### config.mk
export PLATFORM = sky130hd
export DESIGN_NAME = tcm_region_ctrl
export DESIGN_NICKNAME = d
export VERILOG_FILES = /design/src/rtl/tcm_pkg.sv /design/src/rtl/tcm_cfg_reg.sv /design/src/rtl/tcm_region_decode.sv /design/src/rtl/tcm_code_arb.sv /design/src/rtl/tcm_region_ctrl.sv
export SDC_FILE = /design/constraint.sdc
export NUM_CORES = 1
export LEC_CHECK = 0
export CAP_MARGIN = 10
export CORE_MARGIN = 5
export CORE_UTILIZATION = 30
export DETAILED_ROUTE_END_ITERATION = 7
export GPL_ROUTABILITY_DRIVEN = 0
export PLACE_DENSITY_LB_ADDON = 0.08
export SYNTH_ARGS = -nofsm -noshare
export SYNTH_HDL_FRONTEND = slang
export SYNTH_SLANG_ARGS = --single-unit
export TNS_END_PERCENT = 5
### constraint.sdc
create_clock -name clk -period 3.6 [get_ports clk]
set_clock_uncertainty 0.05 [all_clocks]
set_input_delay 0.36 -clock clk [delete_from_list [all_inputs] [get_ports clk]]
set_output_delay 0.36 -clock clk [all_outputs]
set_load 0.005 [all_outputs]
### src/rtl/tcm_pkg.sv
package tcm_pkg;
  localparam int unsigned AW = 32;
  localparam int unsigned DW = 32;
  localparam int unsigned BEW = DW / 8;
  localparam int unsigned NUM_RGN = 2;
  localparam int unsigned RGN_CODE = 0;
  localparam int unsigned RGN_DATA = 1;

  typedef struct packed {
    logic [19:0] base_hi;
    logic [3:0]  size_code;
    logic        en;
  } rgn_cfg_t;

  function automatic rgn_cfg_t unpack_cfg(input logic [31:0] w);
    rgn_cfg_t c;
    c.base_hi   = w[31:12];
    c.size_code = w[5:2];
    c.en        = w[0];
    return c;
  endfunction
endpackage

### src/rtl/tcm_cfg_reg.sv
module tcm_cfg_reg
  import tcm_pkg::*;
(
  input  logic        clk,
  input  logic        rst_n,
  input  logic        wr,
  input  logic [31:0] wdata,
  output rgn_cfg_t    cfg
);
  always_ff @(posedge clk or negedge rst_n) begin
    if (!rst_n) cfg <= '0;
    else if (wr) cfg <= unpack_cfg(wdata);
  end
endmodule

### src/rtl/tcm_region_decode.sv
module tcm_region_decode
  import tcm_pkg::*;
#(
  parameter int unsigned IDX_W = 12
) (
  input  rgn_cfg_t          cfg,
  input  logic [AW-1:0]     addr,
  output logic              hit,
  output logic [IDX_W-1:0]  idx
);
  localparam int unsigned SHW = 5;
  logic [AW:0]    off;
  logic [SHW-1:0] sh;
  logic [AW-1:0]  above;

  always_comb begin
    off   = {1'b0, addr} - {1'b0, cfg.base_hi, 12'h000};
    sh    = {1'b0, cfg.size_code} + SHW'(9);
    above = off[AW-1:0] >> sh;
    hit   = cfg.en && (cfg.size_code != 4'd0) && !off[AW] && (above == '0);
    idx   = off[IDX_W+1:2];
  end
endmodule

### src/rtl/tcm_code_arb.sv
module tcm_code_arb
  import tcm_pkg::*;
#(
  parameter int unsigned IDX_W = 12
) (
  input  logic             f_req,
  input  logic [IDX_W-1:0] f_idx,
  input  logic             d_req,
  input  logic             d_we,
  input  logic [BEW-1:0]   d_be,
  input  logic [IDX_W-1:0] d_idx,
  input  logic [DW-1:0]    d_wdata,
  output logic             f_grant,
  output logic             m_en,
  output logic             m_we,
  output logic [BEW-1:0]   m_be,
  output logic [IDX_W-1:0] m_idx,
  output logic [DW-1:0]    m_wdata
);
  always_comb begin
    f_grant = !d_req;
    m_en    = d_req || f_req;
    m_we    = d_req && d_we;
    m_be    = d_req ? d_be : {BEW{1'b1}};
    m_idx   = d_req ? d_idx : f_idx;
    m_wdata = d_req ? d_wdata : '0;
  end
endmodule

### src/rtl/tcm_region_ctrl.sv
module tcm_region_ctrl
  import tcm_pkg::*;
#(
  parameter int unsigned CODE_BYTES = 16384,
  parameter int unsigned DATA_BYTES = 8192
) (
  input  logic        clk,
  input  logic        rst_n,
  input  logic        cfg_we,
  input  logic        cfg_sel,
  input  logic [31:0] cfg_wdata,
  input  logic        i_valid,
  output logic        i_ready,
  input  logic [31:0] i_addr,
  output logic        i_uncached,
  output logic        i_fwd_valid,
  input  logic        i_fwd_ready,
  output logic [31:0] i_fwd_addr,
  input  logic        d_valid,
  output logic        d_ready,
  input  logic        d_we,
  input  logic [3:0]  d_be,
  input  logic [31:0] d_addr,
  input  logic [31:0] d_wdata,
  output logic        d_uncached,
  output logic        d_fwd_valid,
  input  logic        d_fwd_ready,
  output logic        d_fwd_we,
  output logic [3:0]  d_fwd_be,
  output logic [31:0] d_fwd_addr,
  output logic [31:0] d_fwd_wdata,
  output logic        itcm_en,
  output logic        itcm_we,
  output logic [3:0]  itcm_be,
  output logic [$clog2(CODE_BYTES)-3:0] itcm_idx,
  output logic [31:0] itcm_wdata,
  output logic        dtcm_en,
  output logic        dtcm_we,
  output logic [3:0]  dtcm_be,
  output logic [$clog2(DATA_BYTES)-3:0] dtcm_idx,
  output logic [31:0] dtcm_wdata
);
  localparam int unsigned CIW = $clog2(CODE_BYTES) - 2;
  localparam int unsigned DIW = $clog2(DATA_BYTES) - 2;

  rgn_cfg_t cfg_q [NUM_RGN];

  for (genvar g = 0; g < NUM_RGN; g++) begin : g_cfg
    tcm_cfg_reg u_reg (
      .clk   (clk),
      .rst_n (rst_n),
      .wr    (cfg_we && (cfg_sel == 1'(g))),
      .wdata (cfg_wdata),
      .cfg   (cfg_q[g])
    );
  end

  logic           f_code_hit, d_code_hit, d_data_hit;
  logic [CIW-1:0] f_code_idx, d_code_idx;
  logic [DIW-1:0] d_data_idx;

  tcm_region_decode #(.IDX_W(CIW)) u_dec_fc (
    .cfg (cfg_q[RGN_CODE]), .addr (i_addr), .hit (f_code_hit), .idx (f_code_idx)
  );
  tcm_region_decode #(.IDX_W(CIW)) u_dec_dc (
    .cfg (cfg_q[RGN_CODE]), .addr (d_addr), .hit (d_code_hit), .idx (d_code_idx)
  );
  tcm_region_decode #(.IDX_W(DIW)) u_dec_dd (
    .cfg (cfg_q[RGN_DATA]), .addr (d_addr), .hit (d_data_hit), .idx (d_data_idx)
  );

  logic d_to_data, d_to_code, d_local, f_grant;

  always_comb begin
    d_to_data = d_data_hit;
    d_to_code = d_code_hit && !d_data_hit;
    d_local   = d_to_data || d_to_code;
  end

  tcm_code_arb #(.IDX_W(CIW)) u_arb (
    .f_req   (i_valid && f_code_hit),
    .f_idx   (f_code_idx),
    .d_req   (d_valid && d_to_code),
    .d_we    (d_we),
    .d_be    (d_be),
    .d_idx   (d_code_idx),
    .d_wdata (d_wdata),
    .f_grant (f_grant),
    .m_en    (itcm_en),
    .m_we    (itcm_we),
    .m_be    (itcm_be),
    .m_idx   (itcm_idx),
    .m_wdata (itcm_wdata)
  );

  always_comb begin
    i_ready     = f_code_hit ? f_grant : i_fwd_ready;
    i_uncached  = i_valid && f_code_hit;
    i_fwd_valid = i_valid && !f_code_hit;
    i_fwd_addr  = i_addr;

    d_ready     = d_local ? 1'b1 : d_fwd_ready;
    d_uncached  = d_valid && d_local;
    d_fwd_valid = d_valid && !d_local;
    d_fwd_we    = d_we;
    d_fwd_be    = d_be;
    d_fwd_addr  = d_addr;
    d_fwd_wdata = d_wdata;

    dtcm_en     = d_valid && d_to_data;
    dtcm_we     = d_valid && d_to_data && d_we;
    dtcm_be     = d_be;
    dtcm_idx    = d_data_idx;
    dtcm_wdata  = d_wdata;
  end
endmodule

==> results.sh, run 1 <==
export IMPL_cts_root_buffer="sky130_fd_sc_hd__clkbuf_16"
export IMPL_syn_mean_instance_area_um2=7.696
export IMPL_yosysSeqAreaShare_pct=15.21
export IMPL_grt_max_degree=39
export IMPL_unrepaired_setup_endpoints_after_global_routing="yes"
export IMPL_rows=60
export IMPL_synth_warnings=0
export IMPL_drcViolationCount=0
export IMPL_crit_path_start_kind="flop"
export IMPL_globalRoute_totalOverflow=0
export IMPL_worstSetupPathType="reg2out"
export IMPL_r2r_setup_slack_ns=2.37
export IMPL_first_drt_iteration_drcs=408
export IMPL_fillCellCount=2615
export IMPL_clk_pin_slew_worst_paths_ns=0.08
export IMPL_grt_pass1_vias=8897
export IMPL_area_growth_syn_to_layout_pct=70.48
export IMPL_synth_distinct_cells=92
export IMPL_cp_top_family="simple AND/OR/NAND/NOR gates"
export IMPL_grt_util_all_layers_pct=20.57
export IMPL_worstMarginPinSlew_ns=0.9833
export IMPL_final_cells=1874
export IMPL_finalSetupViolCount=58
export IMPL_synthDominantCellAreaShare_pct=15.21
export IMPL_reg_largest_list="g_cfg.u_reg.cfg (50)"
export IMPL_dp_slack_ns=-1.858
export IMPL_cts_htree_levels=2
export IMPL_crit_chain="inv_2 -> ha_4 -> o211ai_1 -> nand2_1 -> a31oi_4 -> buf_6 -> a211oi_1 -> or3_4 -> nand3_2 -> nand4bb_1 -> a2111o_1 -> nor4b_4 -> buf_6 -> buf_12 -> mux2_4 -> buf_6"
export IMPL_drt_wirelength_mm=33.91
export IMPL_hold_viol=0
export IMPL_post_synth_main_area_contributors="sky130_fd_sc_hd__dfrtp_1 (15%), sky130_fd_sc_hd__buf_4 (13%), sky130_fd_sc_hd__ha_1 (9.1%)"
export IMPL_initial_core_util_pct=30.52
export IMPL_drt_pass1_iter_count=5
export IMPL_max_ffs_per_register=50
export IMPL_final_min_clock_period_ns=4.527
export IMPL_syn_instance_count=1069
export IMPL_nNetsFinal=1736
export IMPL_numPlacedInstances=1848
export IMPL_clock_latency_ns=0.30
export IMPL_synth_top_cell_by_area="sky130_fd_sc_hd__dfrtp_1"
export IMPL_yosys_register_bits=50
export IMPL_maxCapViolCount=0
export IMPL_drive_gt1_share_pct=36.07
export IMPL_timing_final_ws_setup_ns=-0.9270
export IMPL_antenna_found_initial=0
export IMPL_final_max_slew_viol_count=0
export IMPL_cell_area_power_density_mw_per_mm2=332.8
export IMPL_syn_num_nets=1273
export IMPL_slew_limit_headroom_pct=34.45
export IMPL_power_leakage_uw=0.006148
export IMPL_min_delay_path_class="in2async"
export IMPL_route_detailed_wl_per_inst_um=18.09
export IMPL_setup_tns_ns=-45.15
export IMPL_placed_area_mm2=0.01301
export IMPL_port_buffers=331
export IMPL_post_cts_hold_buffer_count=0
export IMPL_arrival_worst_endpoint_ns=4.12
export IMPL_antenna_cells_inserted=0
export IMPL_fp_coreArea_mm2=0.02695
export IMPL_max_vdd_ir_drop_mv=0.1862
export IMPL_clock_path_buffers=2
export IMPL_final_core_utilization_pct=52.04
export IMPL_failed_checks="setup timing"
export IMPL_fp_dieH_um=175.6
export IMPL_cp_max_stage_cell="sky130_fd_sc_hd__a2111o_1"
export IMPL_syn_area_mm2=0.008227
export IMPL_cp_buffers_inverters=5
export IMPL_pin_count=347
export IMPL_dominantRegCellSynth="sky130_fd_sc_hd__dfrtp_1"
export IMPL_worst_endpoint_required_ns=3.19
export IMPL_async_set_reset_flop_share_out_of_synthesis_pct=100.0
export IMPL_largest_register="g_cfg.u_reg.cfg"
export IMPL_numClockSinks=50
export IMPL_setup_worst_path_end_class="output port"
export IMPL_routed_via_count=9236
export IMPL_cpMostUsedCell="sky130_fd_sc_hd__buf_6"
export IMPL_design_area_mm2=0.01402
export IMPL_die_width_um=175.6
export IMPL_global_route_wire_length_before_repair_mm=50.91
export IMPL_viasPerCell=4.928
export IMPL_die_area_mm2=0.03083
export IMPL_synth_enable_flop_cells=0
export IMPL_fin_crit_sh_pct=125.7
export IMPL_critPathMaxFanout=7
export IMPL_worst_path_largest_cell_delay_ns=0.46
export IMPL_numCtsBuffers=5
export IMPL_cts_tree="done"
export IMPL_post_dp_hpwl_mm=28.37
export IMPL_detail_route_antenna_nets=0
export IMPL_max_freq_ghz=0.2209
export IMPL_run_status="finished, violations left"
final timing paths:
kind | from | endpoint | cells past startpoint
worst max-delay path | g_cfg[0].u_reg.cfg[10]$_DFFE_PN0P_ | itcm_idx[2] | 16
worst min-delay path | rst_n | g_cfg[0].u_reg.cfg[23]$_DFFE_PN0P_ | 1
worst max register to register | g_cfg[0].u_reg.cfg[1]$_DFFE_PN0P_ | g_cfg[0].u_reg.cfg[1]$_DFFE_PN0P_ | 4
worst min register to register | g_cfg[1].u_reg.cfg[18]$_DFFE_PN0P_ | g_cfg[1].u_reg.cfg[18]$_DFFE_PN0P_ | 1
max in group asynchronous | rst_n | g_cfg[1].u_reg.cfg[24]$_DFFE_PN0P_ | 2
min in group clk | g_cfg[1].u_reg.cfg[18]$_DFFE_PN0P_ | g_cfg[1].u_reg.cfg[18]$_DFFE_PN0P_ | 1
Yosys cell counts (5+ instances only):
| cell type | instances |
|---|---|
| sky130_fd_sc_hd__o21a_1 | 11 |
| sky130_fd_sc_hd__a211oi_1 | 7 |
| sky130_fd_sc_hd__a31oi_1 | 12 |
| sky130_fd_sc_hd__clkbuf_1 | 30 |
| sky130_fd_sc_hd__o31ai_1 | 10 |
| sky130_fd_sc_hd__or3_1 | 6 |
| sky130_fd_sc_hd__nor2_1 | 50 |
| sky130_fd_sc_hd__and2_1 | 42 |
| sky130_fd_sc_hd__nor3_1 | 15 |
| sky130_fd_sc_hd__nand2_1 | 76 |
| sky130_fd_sc_hd__ha_1 | 60 |
| sky130_fd_sc_hd__buf_2 | 11 |
| sky130_fd_sc_hd__a211o_1 | 7 |
| sky130_fd_sc_hd__a21oi_1 | 69 |
| sky130_fd_sc_hd__nor3b_1 | 6 |
| sky130_fd_sc_hd__nor4_1 | 10 |
| sky130_fd_sc_hd__inv_1 | 66 |
| sky130_fd_sc_hd__o31a_1 | 7 |
| sky130_fd_sc_hd__a2111oi_0 | 7 |
| sky130_fd_sc_hd__dfrtp_1 | 50 |
| sky130_fd_sc_hd__buf_4 | 147 |
| sky130_fd_sc_hd__o211ai_1 | 16 |
| sky130_fd_sc_hd__nor2b_1 | 15 |
| sky130_fd_sc_hd__a21o_1 | 23 |
| sky130_fd_sc_hd__nand2b_1 | 17 |
| sky130_fd_sc_hd__xor2_1 | 9 |
| sky130_fd_sc_hd__nand4_1 | 15 |
| sky130_fd_sc_hd__mux2_4 | 10 |
| sky130_fd_sc_hd__nand3_1 | 23 |
| sky130_fd_sc_hd__nand3b_1 | 5 |
| sky130_fd_sc_hd__mux2i_1 | 10 |
| sky130_fd_sc_hd__xnor2_1 | 18 |
| sky130_fd_sc_hd__mux2_2 | 30 |
| sky130_fd_sc_hd__o21ai_0 | 65 |
| sky130_fd_sc_hd__and3_1 | 12 |
final cells by class:
cell class              count  area [um2]  area share, %
clock inverters             3       40.04         0.2855
well taps                 341       426.7          3.042
repair buffers            647        5682          40.51
flip-flops and latches     50        1251          8.921
clock buffers               5       125.1         0.8921
multi-input cells         761        6248          44.55
inverters                  67       251.5          1.793
routing by layer:
| layer | wire length (um) | up-vias | global-route usage [%] |
|---|---|---|---|
| li1 | - | 4682 | - |
| met5 | 0 | - | 0 |
| met4 | 461 | 0 | 3.216 |
| met3 | 1810 | 24 | 2.863 |
| met2 | 16230 | 268 | 35.43 |
| met1 | 15400 | 4262 | 27.97 |
power breakdown:
part | internal, uW | switching, uW | leakage (uW)
sequential | 639 | 34.3 | 0.000599
combinational | 1810 | 1620 | 0.00547
clock | 327 | 241 | 0.0000836
total | 2780 | 1890 | 0.00615
through the flow:
step	total power (uW)	hold WS [ns]
detailed placement	3747	0.4433
finish	4668	0.1497
global route	5010	0.2328
CTS	4532	0.2156
floorplan	2307	0.01441
global placement	3739	0.4372
repair_timing:
| item | CTS | global route |
|---|---|---|
| pin swaps | 50 | 35 |
| cloned | 1 | 0 |
| setup endpoints to repair | 58 | 58 |
| setup buffers | 12 | 6 |
| resized for setup | 324 | 59 |
cells in the final DEF, fill, tap and decap left out, types with 6 or more instances in the layout:
| cell type | instances |
|---|---|
| sky130_fd_sc_hd__clkdlybuf4s15_2 | 22 |
| sky130_fd_sc_hd__a21o_1 | 23 |
| sky130_fd_sc_hd__ha_1 | 35 |
| sky130_fd_sc_hd__buf_6 | 17 |
| sky130_fd_sc_hd__xor2_1 | 9 |
| sky130_fd_sc_hd__nand4_1 | 15 |
| sky130_fd_sc_hd__a211o_1 | 6 |
| sky130_fd_sc_hd__mux2_2 | 30 |
| sky130_fd_sc_hd__inv_1 | 62 |
| sky130_fd_sc_hd__xnor2_1 | 15 |
| sky130_fd_sc_hd__o31a_1 | 7 |
| sky130_fd_sc_hd__o211ai_1 | 16 |
| sky130_fd_sc_hd__o31ai_1 | 6 |
| sky130_fd_sc_hd__and2_1 | 40 |
| sky130_fd_sc_hd__and3_1 | 11 |
| sky130_fd_sc_hd__nand2b_1 | 14 |
| sky130_fd_sc_hd__nand2_1 | 74 |
| sky130_fd_sc_hd__buf_4 | 304 |
| sky130_fd_sc_hd__nor2b_1 | 10 |
| sky130_fd_sc_hd__dfrtp_1 | 50 |
| sky130_fd_sc_hd__o21a_1 | 11 |
| sky130_fd_sc_hd__buf_2 | 29 |
| sky130_fd_sc_hd__o21ai_0 | 55 |
| sky130_fd_sc_hd__mux2i_1 | 10 |
| sky130_fd_sc_hd__nor3_1 | 11 |
| sky130_fd_sc_hd__a21oi_1 | 59 |
| sky130_fd_sc_hd__mux2_4 | 10 |
| sky130_fd_sc_hd__clkdlybuf4s50_1 | 255 |
| sky130_fd_sc_hd__ha_4 | 23 |
| sky130_fd_sc_hd__o21ai_1 | 10 |
| sky130_fd_sc_hd__dlygate4sd2_1 | 10 |
| sky130_fd_sc_hd__nor2_1 | 47 |
| sky130_fd_sc_hd__a21oi_2 | 9 |
| sky130_fd_sc_hd__a31oi_1 | 11 |
| sky130_fd_sc_hd__nand3_1 | 20 |
cell families (layout without fill, tap and decap cells):
family / after synthesis / count (layout) / share of synthesized area (%)
simple gates: 313 / 313 / 20.35
compound gates: 308 / 308 / 25.83
buf+inv: 258 / 722 / 18.74
fa+ha+maj: 63 / 63 / 9.856
mux: 50 / 50 / 7.148
flops: 50 / 50 / 15.21
xor+xnor: 27 / 27 / 2.875
No activity file was read; power rests on OpenSTA's default activity.
==> run 2: changes to the inputs <==
--- a/config.mk
+++ b/config.mk
@@ -5,6 +5,7 @@
 export SDC_FILE = /design/constraint.sdc
 export NUM_CORES = 1
 export LEC_CHECK = 0
+export ABC_AREA = 1
 export CAP_MARGIN = 10
 export CORE_MARGIN = 5
 export CORE_UTILIZATION = 30
==> results.sh, run 2 <==
export IMPL_run_status="finished, violations left"
export IMPL_failed_checks="setup timing"
export IMPL_synth_mux_area_share_pct=0
export IMPL_max_ffs_per_register=50
export IMPL_largest_register="g_cfg.u_reg.cfg"
export IMPL_area_growth_syn_to_layout_pct=61.65
export IMPL_hold_viol=0
export IMPL_layout_common_cells="sky130_fd_sc_hd__nand2_1 (400), sky130_fd_sc_hd__clkdlybuf4s50_1 (252), sky130_fd_sc_hd__inv_1 (214), sky130_fd_sc_hd__buf_4 (212), sky130_fd_sc_hd__nand3_1 (103)"
export IMPL_synth_simple_gate_area_share_pct=37.51
export IMPL_synth_xor_xnor_area_share_pct=1.260
export IMPL_viasPerCell=4.423
export IMPL_min_delay_path_class="in2async"
export IMPL_clk_pin_slew_worst_paths_ns=0.08
export IMPL_max_vdd_ir_drop_mv=0.2058
export IMPL_fp_coreArea_mm2=0.02763
export IMPL_syn_area_mm2=0.008339
export IMPL_worst_r2r_cell_count=3
export IMPL_post_synth_most_frequent_cells="sky130_fd_sc_hd__nand2_1 (439), sky130_fd_sc_hd__inv_1 (230), sky130_fd_sc_hd__buf_4 (148), sky130_fd_sc_hd__nand3_1 (122), sky130_fd_sc_hd__nor2_1 (92)"
export IMPL_clock_path_buffers=2
export IMPL_fp_dieH_um=176.7
export IMPL_synth_top_cell_by_area="sky130_fd_sc_hd__nand2_1"
export IMPL_crit_path_start_kind="flop"
export IMPL_antenna_found_initial=0
export IMPL_cts_tree="done"
export IMPL_final_cells=2217
export IMPL_yosysSeqAreaShare_pct=15.00
export IMPL_synth_compound_area_share_pct=10.73
export IMPL_port_buffers=331
export IMPL_cell_area_power_density_mw_per_mm2=304.2
export IMPL_reg2reg_from="g_cfg[0].u_reg.cfg[2]$_DFFE_PN0P_"
export IMPL_die_area_mm2=0.03123
export IMPL_async_set_reset_flop_share_out_of_synthesis_pct=100.0
export IMPL_drcViolationCount=0
export IMPL_timing_final_ws_setup_ns=-0.2181
export IMPL_global_route_wire_length_before_repair_mm=52.99
export IMPL_dominantRegCellSynth="sky130_fd_sc_hd__dfrtp_1"
export IMPL_drive_gt1_share_pct=26.70
export IMPL_syn_instance_count=1439
export IMPL_dominant_combinational_cell_family_by_area_after_synthesis="simple AND/OR/NAND/NOR gates"
export IMPL_synthDominantCellAreaShare_pct=19.76
export IMPL_antenna_cells_inserted=0
export IMPL_total_power_uw=4100
export IMPL_unrepaired_setup_endpoints_after_global_routing="yes"
export IMPL_pin_count=347
export IMPL_clock_latency_ns=0.30
export IMPL_cpMostUsedCell="sky130_fd_sc_hd__nand2_1"
export IMPL_maxCapViolCount=0
export IMPL_routed_via_count=9805
export IMPL_slew_limit_headroom_pct=37.78
export IMPL_worstSetupPathType="reg2out"
export IMPL_syn_mean_instance_area_um2=5.795
export IMPL_grt_util_all_layers_pct=21.25
export IMPL_r2r_setup_slack_ns=2.61
export IMPL_fillCellCount=2936
export IMPL_grt_max_degree=51
export IMPL_cts_root_buffer="sky130_fd_sc_hd__clkbuf_16"
export IMPL_rows=61
export IMPL_worst_path_largest_cell_delay_ns=0.46
export IMPL_numPlacedInstances=2180
export IMPL_synth_enable_flop_cells=0
export IMPL_synthMostInstantiatedCell="sky130_fd_sc_hd__nand2_1"
export IMPL_drt_pass1_iter_count=5
export IMPL_numClockSinks=50
export IMPL_syn_num_nets=1643
export IMPL_final_max_slew_viol_count=0
export IMPL_numCtsBuffers=5
export IMPL_worst_r2r_endpoint="g_cfg[0].u_reg.cfg[2]$_DFFE_PN0P_"
export IMPL_worst_endpoint_required_ns=3.19
export IMPL_setup_worst_path_start="g_cfg[0].u_reg.cfg[6]$_DFFE_PN0P_"
export IMPL_setup_tns_ns=-5.242
export IMPL_finalSetupViolCount=50
export IMPL_yosys_register_bits=50
export IMPL_drt_wirelength_mm=34.62
export IMPL_cts_htree_levels=2
export IMPL_synth_warnings=0
export IMPL_initial_core_util_pct=30.18
export IMPL_power_leakage_uw=0.007047
export IMPL_critPathMaxFanout=5
export IMPL_route_detailed_wl_per_inst_um=15.62
export IMPL_reg_largest_list="g_cfg.u_reg.cfg (50)"
export IMPL_globalRoute_totalOverflow=0
export IMPL_yosys_area_share_adder_pct=9.722
export IMPL_fin_crit_sh_pct=106.1
export IMPL_die_width_um=176.7
export IMPL_crit_path_capture="itcm_be[2]"
export IMPL_worstMarginPinSlew_ns=0.9310
export IMPL_cp_max_stage_cell="sky130_fd_sc_hd__dfrtp_2"
export IMPL_synth_distinct_cells=38
export IMPL_first_drt_iteration_drcs=536
export IMPL_grt_pass1_vias=9517
export IMPL_nNetsFinal=2042
export IMPL_post_synth_main_area_contributors="sky130_fd_sc_hd__nand2_1 (20%), sky130_fd_sc_hd__dfrtp_1 (15%), sky130_fd_sc_hd__buf_4 (13%)"
export IMPL_detail_route_antenna_nets=0
export IMPL_max_freq_ghz=0.2619
export IMPL_arrival_worst_endpoint_ns=3.41
export IMPL_final_min_clock_period_ns=3.818
export IMPL_post_cts_hold_buffer_count=0
export IMPL_setup_worst_path_end_class="output port"
export IMPL_final_common_cell="sky130_fd_sc_hd__nand2_1"
export IMPL_post_dp_hpwl_mm=29.54
==> run 2: changes by cell type after synthesis, sizes merged, moves of 17 or more <==
cell,change
nand2,+364
inv,+170
nand3,+100
nor2,+71
mux2,-40
and2,-38
a21o,-20
clkbuf,-18
nand2b,-17
==> run 2: metrics by stage <==
stage / cell area (um2) / hold WS [ns] / setup slack [ns] / utilization [%]
floorplan: 8339 / 0.01441 / 0.5399 / -
global placement: 12460 / 0.3922 / -1.000 / 45.08
detailed placement: 12460 / 0.4082 / -1.052 / 45.08
CTS: 13170 / 0.08888 / -0.2919 / 47.67
global route: 13480 / 0.1252 / -0.4196 / 48.79
finish: 13480 / 0.06573 / -0.2181 / 48.79
==> run 2: what timing repair did <==
| action | in CTS | in global routing |
|---|---|---|
| pin swaps | 46 | 49 |
| hold endpoints to repair | 0 | 0 |
| gates resized for setup | 358 | 94 |
| endpoints found under the setup margin | 58 | 58 |
| cloned | 4 | 0 |
| setup buffers | 20 | 7 |
==> run 2: cell families (layout without fill, tap and decap cells) <==
| kind of cell | Yosys count | after routing |
|---|---|---|
| xor+xnor | 12 | 12 |
| flops | 50 | 50 |
| compound gates | 166 | 166 |
| simple gates | 735 | 735 |
| buf+inv | 413 | 813 |
| fa+ha+maj | 63 | 63 |
==> run 2: layout make-up <==
class | instances | area (um2) | share of cell area [%]
inverters | 238 | 900.9 | 6.683
well taps | 378 | 473.0 | 3.508
clock buffers | 6 | 138.9 | 1.030
flip-flops and latches | 50 | 1252 | 9.291
multi-input cells | 976 | 5607 | 41.59
clock inverters | 2 | 60.06 | 0.4455
repair buffers | 567 | 5049 | 37.45
==> run 2: where the power goes <==
| part | internal [uW] | switching [uW] |
|---|---|---|
| Combinational | 1320 | 1440 |
| Sequential | 632 | 52.6 |
| Clock | 418 | 237 |
==> run 2: worst max-delay path: cells and delay by family (launching register included) <==
kind,cells,cell delay [ns]
flip-flops,1,0.46
buffers and inverters,7,0.79
AO/OA/AOI/OAI,1,0.13
AND/OR/NAND/NOR,16,1.31
adder cells (fa/ha/maj),1,0.38
==> run 2: worst min path at each step <==
stage / depth (start not counted) / slack [ns] / endpoint / startpoint
floorplan: 0 / 0.01 / g_cfg[0].u_reg.cfg[0]$_DFFE_PN0P_ / rst_n
CTS: 1 / 0.09 / g_cfg[0].u_reg.cfg[21]$_DFFE_PN0P_ / rst_n
global placement: 1 / 0.39 / g_cfg[0].u_reg.cfg[20]$_DFFE_PN0P_ / rst_n
detailed placement: 1 / 0.41 / g_cfg[0].u_reg.cfg[23]$_DFFE_PN0P_ / rst_n
finish: 1 / 0.07 / g_cfg[0].u_reg.cfg[21]$_DFFE_PN0P_ / rst_n
global route: 1 / 0.13 / g_cfg[0].u_reg.cfg[20]$_DFFE_PN0P_ / rst_n
==> run 2: per-layer routing <==
metal	part of all wire [%]	track usage [%]
met3	5.7	3.333
met4	2.1	4.223
met2	48	37.01
met1	45	27.96
met5	0	0
==> run 3: changes to the inputs <==
--- a/config.mk
+++ b/config.mk
@@ -7,8 +7,10 @@
 export LEC_CHECK = 0
 export ABC_AREA = 1
 export CAP_MARGIN = 10
+export CELL_PAD_IN_SITES_DETAIL_PLACEMENT = 1
+export CELL_PAD_IN_SITES_GLOBAL_PLACEMENT = 2
 export CORE_MARGIN = 5
-export CORE_UTILIZATION = 30
+export CORE_UTILIZATION = 23
 export DETAILED_ROUTE_END_ITERATION = 7
 export GPL_ROUTABILITY_DRIVEN = 0
 export PLACE_DENSITY_LB_ADDON = 0.08
==> constraint.sdc (replaced) <==
create_clock -name clk -period 4.69 [get_ports clk]
set_clock_uncertainty 0.05 [all_clocks]
set_input_delay 0.469 -clock clk [delete_from_list [all_inputs] [get_ports clk]]
set_output_delay 0.469 -clock clk [all_outputs]
set_load 0.005 [all_outputs]
==> results.sh, run 3 (synthesis gave the netlist of run 2 again) <==
export IMPL_globalRoute_totalOverflow=0
export IMPL_port_buffers=331
export IMPL_viasPerCell=4.348
export IMPL_max_vdd_ir_drop_mv=0.1220
export IMPL_clock_path_buffers=2
export IMPL_r2r_setup_slack_ns=3.75
export IMPL_grt_pass1_vias=9702
export IMPL_crit_path_capture="itcm_wdata[30]"
export IMPL_pin_count=347
export IMPL_reg2reg_from="g_cfg[0].u_reg.cfg[2]$_DFFE_PN0P_"
export IMPL_drt_wirelength_mm=36.92
export IMPL_numClockSinks=50
export IMPL_drcViolationCount=0
export IMPL_critPathMaxFanout=11
export IMPL_detail_route_antenna_nets=0
export IMPL_run_status="completed"
export IMPL_route_detailed_wl_per_inst_um=17.26
export IMPL_area_growth_syn_to_layout_pct=45.75
export IMPL_cp_max_stage_cell="sky130_fd_sc_hd__clkdlybuf4s50_1"
export IMPL_power_leakage_uw=0.006364
export IMPL_worstMarginPinSlew_ns=0.7026
export IMPL_maxCapViolCount=0
export IMPL_largest_register="g_cfg.u_reg.cfg"
export IMPL_setup_worst_path_end_class="output port"
export IMPL_nNetsFinal=1880
export IMPL_worstSetupPathType="in2out"
export IMPL_rows=69
export IMPL_grt_util_all_layers_pct=17.77
export IMPL_drive_gt1_share_pct=10.44
export IMPL_die_area_mm2=0.04017
export IMPL_worst_endpoint_required_ns=4.17
export IMPL_die_width_um=200.4
export IMPL_cts_root_buffer="sky130_fd_sc_hd__clkbuf_16"
export IMPL_cts_tree="done"
export IMPL_final_max_slew_viol_count=0
export IMPL_crit_path_start_kind="input pin"
export IMPL_crit_chain="clkdlybuf4s50_1 -> ha_4 -> nand2_1 -> nor2_2 -> and2_1 -> nand4_1 -> nand3_2 -> nand2_1 -> nand2_1 -> a21oi_1 -> nor2_1 -> nand3_1 -> nor2_2 -> nand2_2 -> nor2_4 -> nand3_4 -> buf_12 -> bufbuf_16 -> nor2_1 -> clkdlybuf4s50_1"
export IMPL_cp_buffers_inverters=4
export IMPL_global_route_wire_length_before_repair_mm=57.57
export IMPL_setup_worst_path_start="d_addr[27]"
export IMPL_reg_largest_list="g_cfg.u_reg.cfg (50)"
export IMPL_fp_coreArea_mm2=0.03566
export IMPL_cell_area_power_density_mw_per_mm2=223.5
export IMPL_first_drt_iteration_drcs=371
export IMPL_unrepaired_setup_endpoints_after_global_routing="yes"
export IMPL_clk_pin_slew_worst_paths_ns=0.07
export IMPL_cts_htree_levels=2
export IMPL_cp_top_family="simple AND/OR/NAND/NOR gates"
export IMPL_worst_path_largest_cell_delay_ns=0.51
export IMPL_final_min_clock_period_ns=4.498
export IMPL_antenna_found_initial=2
export IMPL_initial_core_util_pct=23.39
export IMPL_slew_limit_headroom_pct=53.16
export IMPL_setup_tns_ns=0
export IMPL_grt_max_degree=51
export IMPL_path_depth=20
export IMPL_worst_r2r_cell_count=3
export IMPL_placed_area_mm2=0.01152
export IMPL_design_area_mm2=0.01215
export IMPL_finalSetupViolCount=0
export IMPL_routed_via_count=9301
export IMPL_max_ffs_per_register=50
export IMPL_arrival_worst_endpoint_ns=3.98
export IMPL_layout_common_cells="sky130_fd_sc_hd__nand2_1 (431), sky130_fd_sc_hd__clkdlybuf4s50_1 (301), sky130_fd_sc_hd__inv_1 (224), sky130_fd_sc_hd__nand3_1 (117), sky130_fd_sc_hd__nor2_1 (86)"
export IMPL_max_freq_ghz=0.2223
export IMPL_post_dp_hpwl_mm=32.26
export IMPL_worst_r2r_endpoint="g_cfg[0].u_reg.cfg[2]$_DFFE_PN0P_"
export IMPL_fp_dieH_um=200.4
export IMPL_fillCellCount=4599
export IMPL_min_delay_path_class="in2async"
export IMPL_hold_viol=0
export IMPL_clock_latency_ns=0.30
export IMPL_final_common_cell="sky130_fd_sc_hd__nand2_1"
export IMPL_fin_crit_sh_pct=95.91
export IMPL_cpMostUsedCell="sky130_fd_sc_hd__nand2_1"
export IMPL_drt_pass1_iter_count=5
export IMPL_numCtsBuffers=5
## run 3: cell count changes in the layout (fill, tap and decap cells not counted), moves of 21 or more
cell                              previous run  this run
sky130_fd_sc_hd__buf_4                     212        66
sky130_fd_sc_hd__nand2_2                    40         9
sky130_fd_sc_hd__clkdlybuf4s50_1           252       301
sky130_fd_sc_hd__dlymetal6s2s_1              2        23
sky130_fd_sc_hd__buf_2                      45         1
sky130_fd_sc_hd__nand2_1                   400       431
## run 3: layout make-up
| class | count | area (um2) | area share [%] |
|---|---|---|---|
| Multi-Input combinational cell | 976 | 5206 | 42.83 |
| Clock buffer | 7 | 142.6 | 1.174 |
| Tap cell | 461 | 576.8 | 4.746 |
| Sequential cell | 50 | 1251 | 10.29 |
| Antenna cell | 1 | 2.502 | 0.02059 |
| Timing Repair Buffer | 405 | 4071 | 33.50 |
| Clock inverter | 1 | 5.005 | 0.04118 |
| Inverter | 238 | 898.4 | 7.391 |
## run 3: how the worst min path moves through the flow
stage                                                    end  slack (ns)
final                     g_cfg[1].u_reg.cfg[21]$_DFFE_PN0P_        0.24
after global routing      g_cfg[1].u_reg.cfg[21]$_DFFE_PN0P_        0.28
after CTS                 g_cfg[1].u_reg.cfg[21]$_DFFE_PN0P_        0.27
after detailed placement  g_cfg[1].u_reg.cfg[13]$_DFFE_PN0P_        0.43
after global placement    g_cfg[1].u_reg.cfg[22]$_DFFE_PN0P_        0.42
after floorplan            g_cfg[0].u_reg.cfg[0]$_DFFE_PN0P_        0.12
## run 3: what timing repair did
item	CTS	global route
setup buffers	3	1
resized for setup	32	52
endpoints found under the setup margin	53	58
pin swaps	6	7
cloned	4	0
hold buffers	0	0
## run 3: report_power, final
group          total (uW)  internal [uW]  switching, uW  leakage [uW]
Combinational        1810            771           1040       0.00567
Sequential            524            485           39.6      0.000619
Clock                 384            212            172     0.0000739
## run 3: layer usage
| layer | share of wire (%) | global-route usage (%) |
|---|---|---|
| met5 | 0 | 0 |
| met4 | 0.64 | 1.106 |
| met3 | 4.7 | 3.296 |
| met2 | 49 | 32.69 |
| met1 | 46 | 22.64 |
## run 3: per-stage QoR
stage | hold slack [ns] | util [%] | worst slack [ns] | cells | power (uW)
global placement | 0.4167 | 32.31 | -0.1709 | 2122 | 2283
finish | 0.2379 | 34.09 | 0.1920 | 2139 | 2716
CTS | 0.2723 | 33.57 | -0.03618 | 2137 | 2737
floorplan | 0.1234 | - | 1.412 | 1439 | 1612
global route | 0.2790 | 34.09 | -0.1070 | 2139 | 3005
detailed placement | 0.4250 | 32.31 | -0.1963 | 2122 | 2301
